`src/rtl/resp_agent_pkg.sv`:
```
// Package: shared response codes for the response agent sequencer.
// The codes are logical (active high); the top inverts them onto the pins.
package resp_agent_pkg;

    typedef enum logic [2:0] {
        RC_IDLE   = 3'b000,
        RC_NODATA = 3'b011,
        RC_WBACK  = 3'b101,
        RC_NORMAL = 3'b110
    } resp_code_e;

endpackage

```
`src/rtl/ra_txn_track.sv`:
```
// Transaction tracker: accepts one request at a time, records its type and
// counts clocks since the request clock (count 1 in the clock after it).
// Assumes: the top raises txn_done for one clock when the transaction is over.
// A request strobe seen while busy is reported on ovl_req, never queued.
module ra_txn_track #(
    parameter int CNT_W   = 3,
    parameter int CNT_MAX = 6
) (
    input  logic             clk,
    input  logic             rst_n,
    input  logic             bus_req_n,
    input  logic             req_wr_n,
    input  logic             txn_done,
    output logic             act,
    output logic             is_wr,
    output logic [CNT_W-1:0] cnt,
    output logic             start,
    output logic             ovl_req
);

    localparam logic [CNT_W-1:0] SAT = CNT_W'(CNT_MAX);

    logic             act_q;
    logic             wr_q;
    logic [CNT_W-1:0] cnt_q;

    // accept only when idle; a request while busy is an overlap error
    assign start   = !bus_req_n && !act_q;
    assign ovl_req = !bus_req_n && act_q;

    // hold the activity flag, the request type and the saturating clock count
    always_ff @(posedge clk) begin
        if (!rst_n) begin
            act_q <= 1'b0;
            wr_q  <= 1'b0;
            cnt_q <= '0;
        end else if (start) begin
            act_q <= 1'b1;
            wr_q  <= !req_wr_n;
            cnt_q <= CNT_W'(1);
        end else if (act_q) begin
            if (txn_done) begin
                act_q <= 1'b0;
                cnt_q <= '0;
            end else if (cnt_q != SAT) begin
                cnt_q <= cnt_q + CNT_W'(1);
            end
        end
    end

    assign act   = act_q;
    assign is_wr = wr_q;
    assign cnt   = cnt_q;

    assert_done_only_active_R11: assert property (@(posedge clk) disable iff (!rst_n)
        txn_done |-> act_q);

    assert_count_steps_R2: assert property (@(posedge clk) disable iff (!rst_n)
        (act_q && !txn_done && cnt_q != SAT) |=> (cnt_q == $past(cnt_q) + CNT_W'(1)));

endmodule

```
`src/rtl/ra_wr_handshake.sv`:
```
// Write handshake: raises target-ready at a fixed offset and tracks the
// ready/busy pair. It accepts one master data-ready per write, only two clocks
// after a clock that had target-ready active with busy inactive.
// Release is early (after two clocks) when busy was inactive in the first
// target-ready clock; otherwise it follows the accepted data-ready.
module ra_wr_handshake #(
    parameter int DW       = 64,
    parameter int CNT_W    = 3,
    parameter int TRDY_OFS = 3
) (
    input  logic             clk,
    input  logic             rst_n,
    input  logic             act,
    input  logic             is_wr,
    input  logic [CNT_W-1:0] cnt,
    input  logic             busy_n,
    input  logic             mst_rdy_n,
    input  logic [DW-1:0]    mst_data,
    output logic             trdy,
    output logic             got,
    output logic             early_rdy,
    output logic [DW-1:0]    word,
    output logic             word_vld
);

    localparam logic [CNT_W-1:0] RAISE_AT = CNT_W'(TRDY_OFS - 1);
    localparam logic [CNT_W-1:0] FIRST_AT = CNT_W'(TRDY_OFS);
    localparam logic [CNT_W-1:0] DROP_AT  = CNT_W'(TRDY_OFS + 1);

    logic          trdy_q;
    logic          fast_rel_q;
    logic          ok1_q;
    logic          ok2_q;
    logic          got_q;
    logic [DW-1:0] word_q;
    logic          vld_q;
    logic          accept;

    // a data-ready is taken once per write, two clocks after ready-and-not-busy
    assign accept    = act && is_wr && !got_q && ok2_q && !mst_rdy_n;
    assign early_rdy = !mst_rdy_n && !accept;

    // target-ready: raise at the offset, drop early or after the accepted data
    always_ff @(posedge clk) begin
        if (!rst_n) begin
            trdy_q <= 1'b0;
        end else if (act && is_wr && !trdy_q && !got_q && cnt == RAISE_AT) begin
            trdy_q <= 1'b1;
        end else if (trdy_q && ((fast_rel_q && cnt == DROP_AT) || accept)) begin
            trdy_q <= 1'b0;
        end
    end

    // remember whether busy was inactive in the first target-ready clock
    always_ff @(posedge clk) begin
        if (!rst_n || !act) begin
            fast_rel_q <= 1'b0;
        end else if (trdy_q && cnt == FIRST_AT) begin
            fast_rel_q <= busy_n;
        end
    end

    // two-stage record of the ready-and-not-busy condition
    always_ff @(posedge clk) begin
        if (!rst_n) begin
            ok1_q <= 1'b0;
            ok2_q <= 1'b0;
        end else begin
            ok1_q <= trdy_q && busy_n;
            ok2_q <= ok1_q;
        end
    end

    // capture the write word and flag it for one clock
    always_ff @(posedge clk) begin
        if (!rst_n) begin
            got_q  <= 1'b0;
            word_q <= '0;
            vld_q  <= 1'b0;
        end else begin
            vld_q <= accept;
            if (!act) begin
                got_q <= 1'b0;
            end else if (accept) begin
                got_q <= 1'b1;
            end
            if (accept) begin
                word_q <= mst_data;
            end
        end
    end

    assign trdy     = trdy_q;
    assign got      = got_q;
    assign word     = word_q;
    assign word_vld = vld_q;

    assert_trdy_owner_R3: assert property (@(posedge clk) disable iff (!rst_n)
        trdy_q |-> (act && is_wr));

    assert_accept_after_ready_R6: assert property (@(posedge clk) disable iff (!rst_n)
        vld_q |-> $past(trdy_q, 3));

    assert_fast_release_R4: assert property (@(posedge clk) disable iff (!rst_n)
        (trdy_q && fast_rel_q && cnt == DROP_AT) |=> !trdy_q);

    assert_single_capture_R6: assert property (@(posedge clk) disable iff (!rst_n)
        vld_q |=> !vld_q);

endmodule

```
`src/rtl/ra_resp_drive.sv`:
```
// Response driver: samples snoop hit-modified at a fixed offset and, one
// clock later, drives a single-clock response code. For a read without a
// modified hit, it drives data-ready and the word latched at request time.
// Assumes: cnt counts from 1 in the clock after the request clock.
module ra_resp_drive
    import resp_agent_pkg::*;
#(
    parameter int DW        = 64,
    parameter int CNT_W     = 3,
    parameter int SNOOP_OFS = 5
) (
    input  logic             clk,
    input  logic             rst_n,
    input  logic             act,
    input  logic             is_wr,
    input  logic [CNT_W-1:0] cnt,
    input  logic             start,
    input  logic             snoop_mod_n,
    input  logic [DW-1:0]    rd_word,
    output resp_code_e       resp,
    output logic             rd_rdy,
    output logic [DW-1:0]    rd_data,
    output logic             sent
);

    localparam logic [CNT_W-1:0] SNOOP_AT = CNT_W'(SNOOP_OFS);

    resp_code_e    resp_q;
    logic          rdy_q;
    logic [DW-1:0] data_q;
    logic [DW-1:0] rbuf_q;
    logic          sent_q;
    logic          fire;

    assign fire = act && !sent_q && cnt == SNOOP_AT;

    // latch the read word in the request clock
    always_ff @(posedge clk) begin
        if (!rst_n) begin
            rbuf_q <= '0;
        end else if (start) begin
            rbuf_q <= rd_word;
        end
    end

    // pick the code from the snoop sample; every strobe lasts one clock
    always_ff @(posedge clk) begin
        if (!rst_n || !fire) begin
            resp_q <= RC_IDLE;
            rdy_q  <= 1'b0;
            data_q <= '0;
        end else if (!snoop_mod_n) begin
            resp_q <= RC_WBACK;
            rdy_q  <= 1'b0;
            data_q <= '0;
        end else if (is_wr) begin
            resp_q <= RC_NODATA;
            rdy_q  <= 1'b0;
            data_q <= '0;
        end else begin
            resp_q <= RC_NORMAL;
            rdy_q  <= 1'b1;
            data_q <= rbuf_q;
        end
    end

    // note that the response of the current transaction went out
    always_ff @(posedge clk) begin
        if (!rst_n || !act) begin
            sent_q <= 1'b0;
        end else if (fire) begin
            sent_q <= 1'b1;
        end
    end

    assign resp    = resp_q;
    assign rd_rdy  = rdy_q;
    assign rd_data = data_q;
    assign sent    = sent_q;

    assert_resp_one_clock_R7: assert property (@(posedge clk) disable iff (!rst_n)
        (resp_q != RC_IDLE) |=> (resp_q == RC_IDLE));

    assert_data_with_resp_R9: assert property (@(posedge clk) disable iff (!rst_n)
        rdy_q |-> (resp_q == RC_NORMAL && !is_wr));

    assert_resp_in_txn_R7: assert property (@(posedge clk) disable iff (!rst_n)
        (resp_q != RC_IDLE) |-> (act && $past(act)));

endmodule

```
`src/rtl/resp_agent_seq.sv`:
```
// Top of the response agent sequencer. It ties the tracker, the write
// handshake and the response driver together, decides when a transaction is
// complete and registers the protocol error pulse. All pins are active low
// except data, the capture pulse and the error flag.
module resp_agent_seq
    import resp_agent_pkg::*;
#(
    parameter int DW        = 64,
    parameter int TRDY_OFS  = 3,
    parameter int SNOOP_OFS = 5
) (
    input  logic          clk,
    input  logic          rst_n,
    input  logic          bus_req_n,
    input  logic          req_wr_n,
    input  logic          snoop_mod_n,
    input  logic          busy_n,
    input  logic          mst_rdy_n,
    input  logic [DW-1:0] mst_data,
    input  logic [DW-1:0] rd_word,
    output logic          tgt_rdy_n,
    output logic [2:0]    resp_n,
    output logic          tgt_dat_rdy_n,
    output logic [DW-1:0] tgt_data,
    output logic [DW-1:0] wr_word,
    output logic          wr_word_vld,
    output logic          proto_err
);

    localparam int CNT_MAX = SNOOP_OFS + 1;
    localparam int CNT_W   = $clog2(CNT_MAX + 1);

    logic             act, is_wr, start, ovl_req, txn_done;
    logic [CNT_W-1:0] cnt;
    logic             trdy, got, early_rdy, rd_rdy, sent;
    resp_code_e       resp;
    logic             err_q;

    ra_txn_track #(.CNT_W(CNT_W), .CNT_MAX(CNT_MAX)) u_track (
        .clk(clk), .rst_n(rst_n), .bus_req_n(bus_req_n), .req_wr_n(req_wr_n),
        .txn_done(txn_done), .act(act), .is_wr(is_wr), .cnt(cnt),
        .start(start), .ovl_req(ovl_req)
    );

    ra_wr_handshake #(.DW(DW), .CNT_W(CNT_W), .TRDY_OFS(TRDY_OFS)) u_wr (
        .clk(clk), .rst_n(rst_n), .act(act), .is_wr(is_wr), .cnt(cnt),
        .busy_n(busy_n), .mst_rdy_n(mst_rdy_n), .mst_data(mst_data),
        .trdy(trdy), .got(got), .early_rdy(early_rdy),
        .word(wr_word), .word_vld(wr_word_vld)
    );

    ra_resp_drive #(.DW(DW), .CNT_W(CNT_W), .SNOOP_OFS(SNOOP_OFS)) u_resp (
        .clk(clk), .rst_n(rst_n), .act(act), .is_wr(is_wr), .cnt(cnt),
        .start(start), .snoop_mod_n(snoop_mod_n), .rd_word(rd_word),
        .resp(resp), .rd_rdy(rd_rdy), .rd_data(tgt_data), .sent(sent)
    );

    // a read ends with its response; a write also needs its data and a released target-ready
    assign txn_done = act && sent && (!is_wr || (got && !trdy));

    // register any protocol violation as a one-clock pulse
    always_ff @(posedge clk) begin
        if (!rst_n) begin
            err_q <= 1'b0;
        end else begin
            err_q <= ovl_req || early_rdy;
        end
    end

    assign tgt_rdy_n     = !trdy;
    assign resp_n        = ~resp;
    assign tgt_dat_rdy_n = !rd_rdy;
    assign proto_err     = err_q;

    assert_quiet_when_idle_R1: assert property (@(posedge clk) disable iff (!rst_n)
        !act |-> (tgt_rdy_n && tgt_dat_rdy_n && resp_n == 3'b111));

    assert_overlap_flag_R10: assert property (@(posedge clk) disable iff (!rst_n)
        ($past(act) && !$past(bus_req_n)) |-> proto_err);

endmodule

```
`config.mk`:
```
export PLATFORM = sky130hd
export DESIGN_NAME = resp_agent_seq
export DESIGN_NICKNAME = d
export VERILOG_FILES = /design/src/rtl/resp_agent_pkg.sv /design/src/rtl/ra_txn_track.sv /design/src/rtl/ra_wr_handshake.sv /design/src/rtl/ra_resp_drive.sv /design/src/rtl/resp_agent_seq.sv
export SDC_FILE = /design/constraint.sdc
export NUM_CORES = 1
export LEC_CHECK = 0
export ABC_AREA = 0
export BUFFER_PORTS_ARGS = -buffer_cell sky130_fd_sc_hd__buf_2
export CORE_UTILIZATION = 33
export DETAILED_ROUTE_END_ITERATION = 16
export PLACE_DENSITY = 0.66
export SLEW_MARGIN = 20
export SYNTH_ARGS = -nofsm -noshare
export SYNTH_HDL_FRONTEND = slang
export SYNTH_SLANG_ARGS = --single-unit
export TNS_END_PERCENT = 10
```
`constraint.sdc`:
```
create_clock -name clk -period 1.54 [get_ports clk]
set_input_delay 0.385 -clock clk [delete_from_list [all_inputs] [get_ports clk]]
set_output_delay 0.385 -clock clk [all_outputs]
set_load 0.005 [all_outputs]
```
==> key figures <==
GRT
  • First-pass GRT wire length: 26000 microns
  • GR Layer Usage met1: roughly 17%
  • Met3 Usage GRT: 4.39%
  • Largest net degree at the start of global routing: 147
  • Initial antenna violation count: 0
  • Total grt overflow: 0
  • Gr usage total: 14.4%
  • Most used routing layer: met2
  • Number of global-route vias before repair: 5395
  • GR met2 Demand/Resource: 24.3%

Min path
  • Hold Crit Class: in2reg
  • Hold EP: u_resp.resp[2]
  • Worst hold stages: 2
  • Hold path start: snoop_mod_n

Synth
  • Avg Cell Area, Syn: 9.54 sq um
  • Top FF cell, synth: dfxtp_1
  • Post-Syn Nets: ~900
  • Gate Count Post-Synth: ~770
  • Area leader, netlist: dfxtp_1
  • Top post-synthesis cells by area: dfxtp_1 57%, nand2_1 13%, mux2i_1 8.9%
  • Synth warnings: 0
  • Seq/Total Area, Yosys: between 50% and 60%
  • Post-synth top area share: 57.3%
  • Async S/R FF share, synth: 0%
  • Seq cells post-synth: 209
  • Synth cell types: 31
  • Synthesized area: 7300 sq um
  • EDFF count, synth: 0

Clock tree
  • Clk_lat worst skew: 0.50 ns
  • Hold buffer count at CTS: 0
  • CTS tree: built
  • CTS root buf: clkbuf_16
  • Clk sink count: 209
  • H-tree depth: 1
  • CTS Buf Count: 23
  • Max Root-Sink Buffers: 3
  • CTS clk-pin slew, worst paths: 0.05 ns

Setup path
  • Required @ worst endpoint: approximately 1.2 ns
  • CP arrival: 1.08 ns
  • Worst R2R End: u_resp.rd_data[63]
  • Setup crit start kind: flip-flop
  • Worst-path fanout max: 6
  • FF-to-FF path depth: 7
  • R2R setup slack: 0.11 ns
  • RR Startpoint: u_track.cnt[1]
  • Worst Setup End Kind: primary output
  • Critical path type: reg2out

Finish
  • Layout overhead on the synthesized area: 35.5%
  • Commonest non-fill, non-tap cell in the layout: buf_2
  • Most frequent cells in the layout: 268 x buf_2, 259 x nand2_1, 204 x dfxtp_1, 66 x and2_1, 66 x a21boi_0
  • Final nets: 1170
  • Final instance area: 9880 sq um
  • Number of inserted diodes: 0
  • Share of cells above drive strength 1: between 30% and 40%
  • Layout Cells excl Fill: 1327

Route
  • Via Count: 5820
  • Wire length per cell: 13.3 microns
  • Drt first-iter violations: 167
  • WL final: 17700 microns
  • Post-route DRC: 0
  • Vias per std cell: 4.39
  • Post-route ant nets: 0
  • TritonRoute pass-1 iters: 4

Pwr
  • PD cells: approximately 1200 nW/um^2
  • Cell leakage power: 4.42 nW
  • Worst VDD drop: 0.546 mV

Flow run
  • Max-Cap Viols: 0

STA
  • Final period util: 94.9%
  • Max-slew violation count: 0
  • Crit path time final: 1.46 ns
  • Worst-Margin Slew: 0.594 ns
  • # setup viols final: 0
  • Rel. slew slack: 60.4%
  • Final Skew: 0.00688 ns
  • Final hold vios: 0
  • Fmax: 685 MHz

Place
  • Detailed Place HPWL: between 10000 and 15000 microns
  • Cell Area, Placed: 9010 sq um
  • Port Buffers: 269
  • Placed Cells: roughly 1.3k
  • Placer Congestion: 0.753

Floorplanning
  • Die ar.: 22700 sq um
  • Initial Util: 33.5%
  • Rows: 54
  • Die H: 151 microns
  • Core Area: 21800 sq um
  • # IOs: 270
  • Die W: around 150 microns

Outcome
  • Outcome: complete, no violations
## flip-flops by register name (all words and copies together), names as in the netlist, 3 cells and up
name,count
u_resp.resp,3
u_resp.rd_data,64
u_resp.rbuf_q,64
u_track.cnt,3
u_wr.word,64
## power by group
part           switching, W  total [W]  internal [W]
combinational      0.000353   0.000651      0.000298
clock               0.00217    0.00562       0.00346
sequential        0.0000600    0.00559       0.00553
total               0.00258     0.0119       0.00928
## layer usage
layer,part of all wire (%),vias up
met5,0,-
met4,2.4,0
met3,8.8,32
met2,46,221
met1,43,2604
li1,-,2963
## critical path, stage by stage, from the launching register on
cell and delay, ns:
dfxtp_2 0.36, inv_1 0.08, buf_2 0.14
## stage by stage
step | utilization (%) | TNS [ns] | power (W) | setup slack [ns] | hold WS, ns
finish | 45.4 | 0 | 0.0119 | 0.0793 | 0.112
CTS | 45.0 | 0 | 0.0121 | 0.0234 | 0.0871
global placement | 41.4 | 0 | 0.00635 | 0.0980 | 0.418
detailed placement | 41.4 | 0 | 0.00636 | 0.0449 | 0.427
floorplan | - | 0 | 0.00603 | 0.139 | 0.412
global route | 45.4 | -0.00671 | 0.0124 | -0.00671 | 0.109
## cell families (layout without fill, tap and decap cells)
family / count (synthesis) / after routing / synth area share, %
simple gates: 345 / 345 / 20.5
compound gates: 80 / 80 / 8.11
buf+inv: 61 / 343 / 4.25
mux: 65 / 65 / 8.92
flops: 209 / 209 / 57.3
fa+ha+maj: 5 / 5 / 0.857
## timing repair
item / 4_1_cts / 5_1_grt
gates cloned: 0 / 3
setup buffers: 0 / 1
setup endpoints to repair: 1 / 69
pin swaps: 0 / 2
gates resized for setup: 1 / 13
## cell type report
type                    count  area (sq um)
flip-flops and latches    209          4190
fillers                  2139         11900
repair buffers            290          1690
inverters                  11          41.3
multi-input cells         495          2830
well taps                 280           350
clock inverters            10           135
clock buffers              32           649
## how the worst max path moves through the flow
stage | startpoint | to | slack (ns) | cells past startpoint
2_1_floorplan | u_track.cnt[0] | u_track.cnt[1] | 0.14 | 5
3_3_place_gp | u_track.cnt[1] | u_resp.rd_data[11] | 0.1 | 6
3_5_place_dp | u_track.cnt[0] | u_resp.rd_data[30] | 0.04 | 5
4_1_cts | u_track.cnt[0] | u_resp.rd_data[30] | 0.02 | 5
5_1_grt | u_track.cnt[1] | u_resp.rd_data[63] | -0.007 | 7
6_report | u_wr.trdy | tgt_rdy_n | 0.08 | 2
## synthesized netlist by cell type (2+ instances only)
cell type	n
mux2i_1	65
nand2b_1	2
and2_1	66
a21oi_1	6
a21boi_0	66
buf_6	4
clkbuf_1	16
buf_1	3
ha_1	5
nand3_1	3
nand2_1	260
buf_4	7
buf_2	20
dfxtp_1	209
inv_1	11
a211oi_1	2
nor3_1	2
nor2_1	5
(Power assumes the default switching activity.)
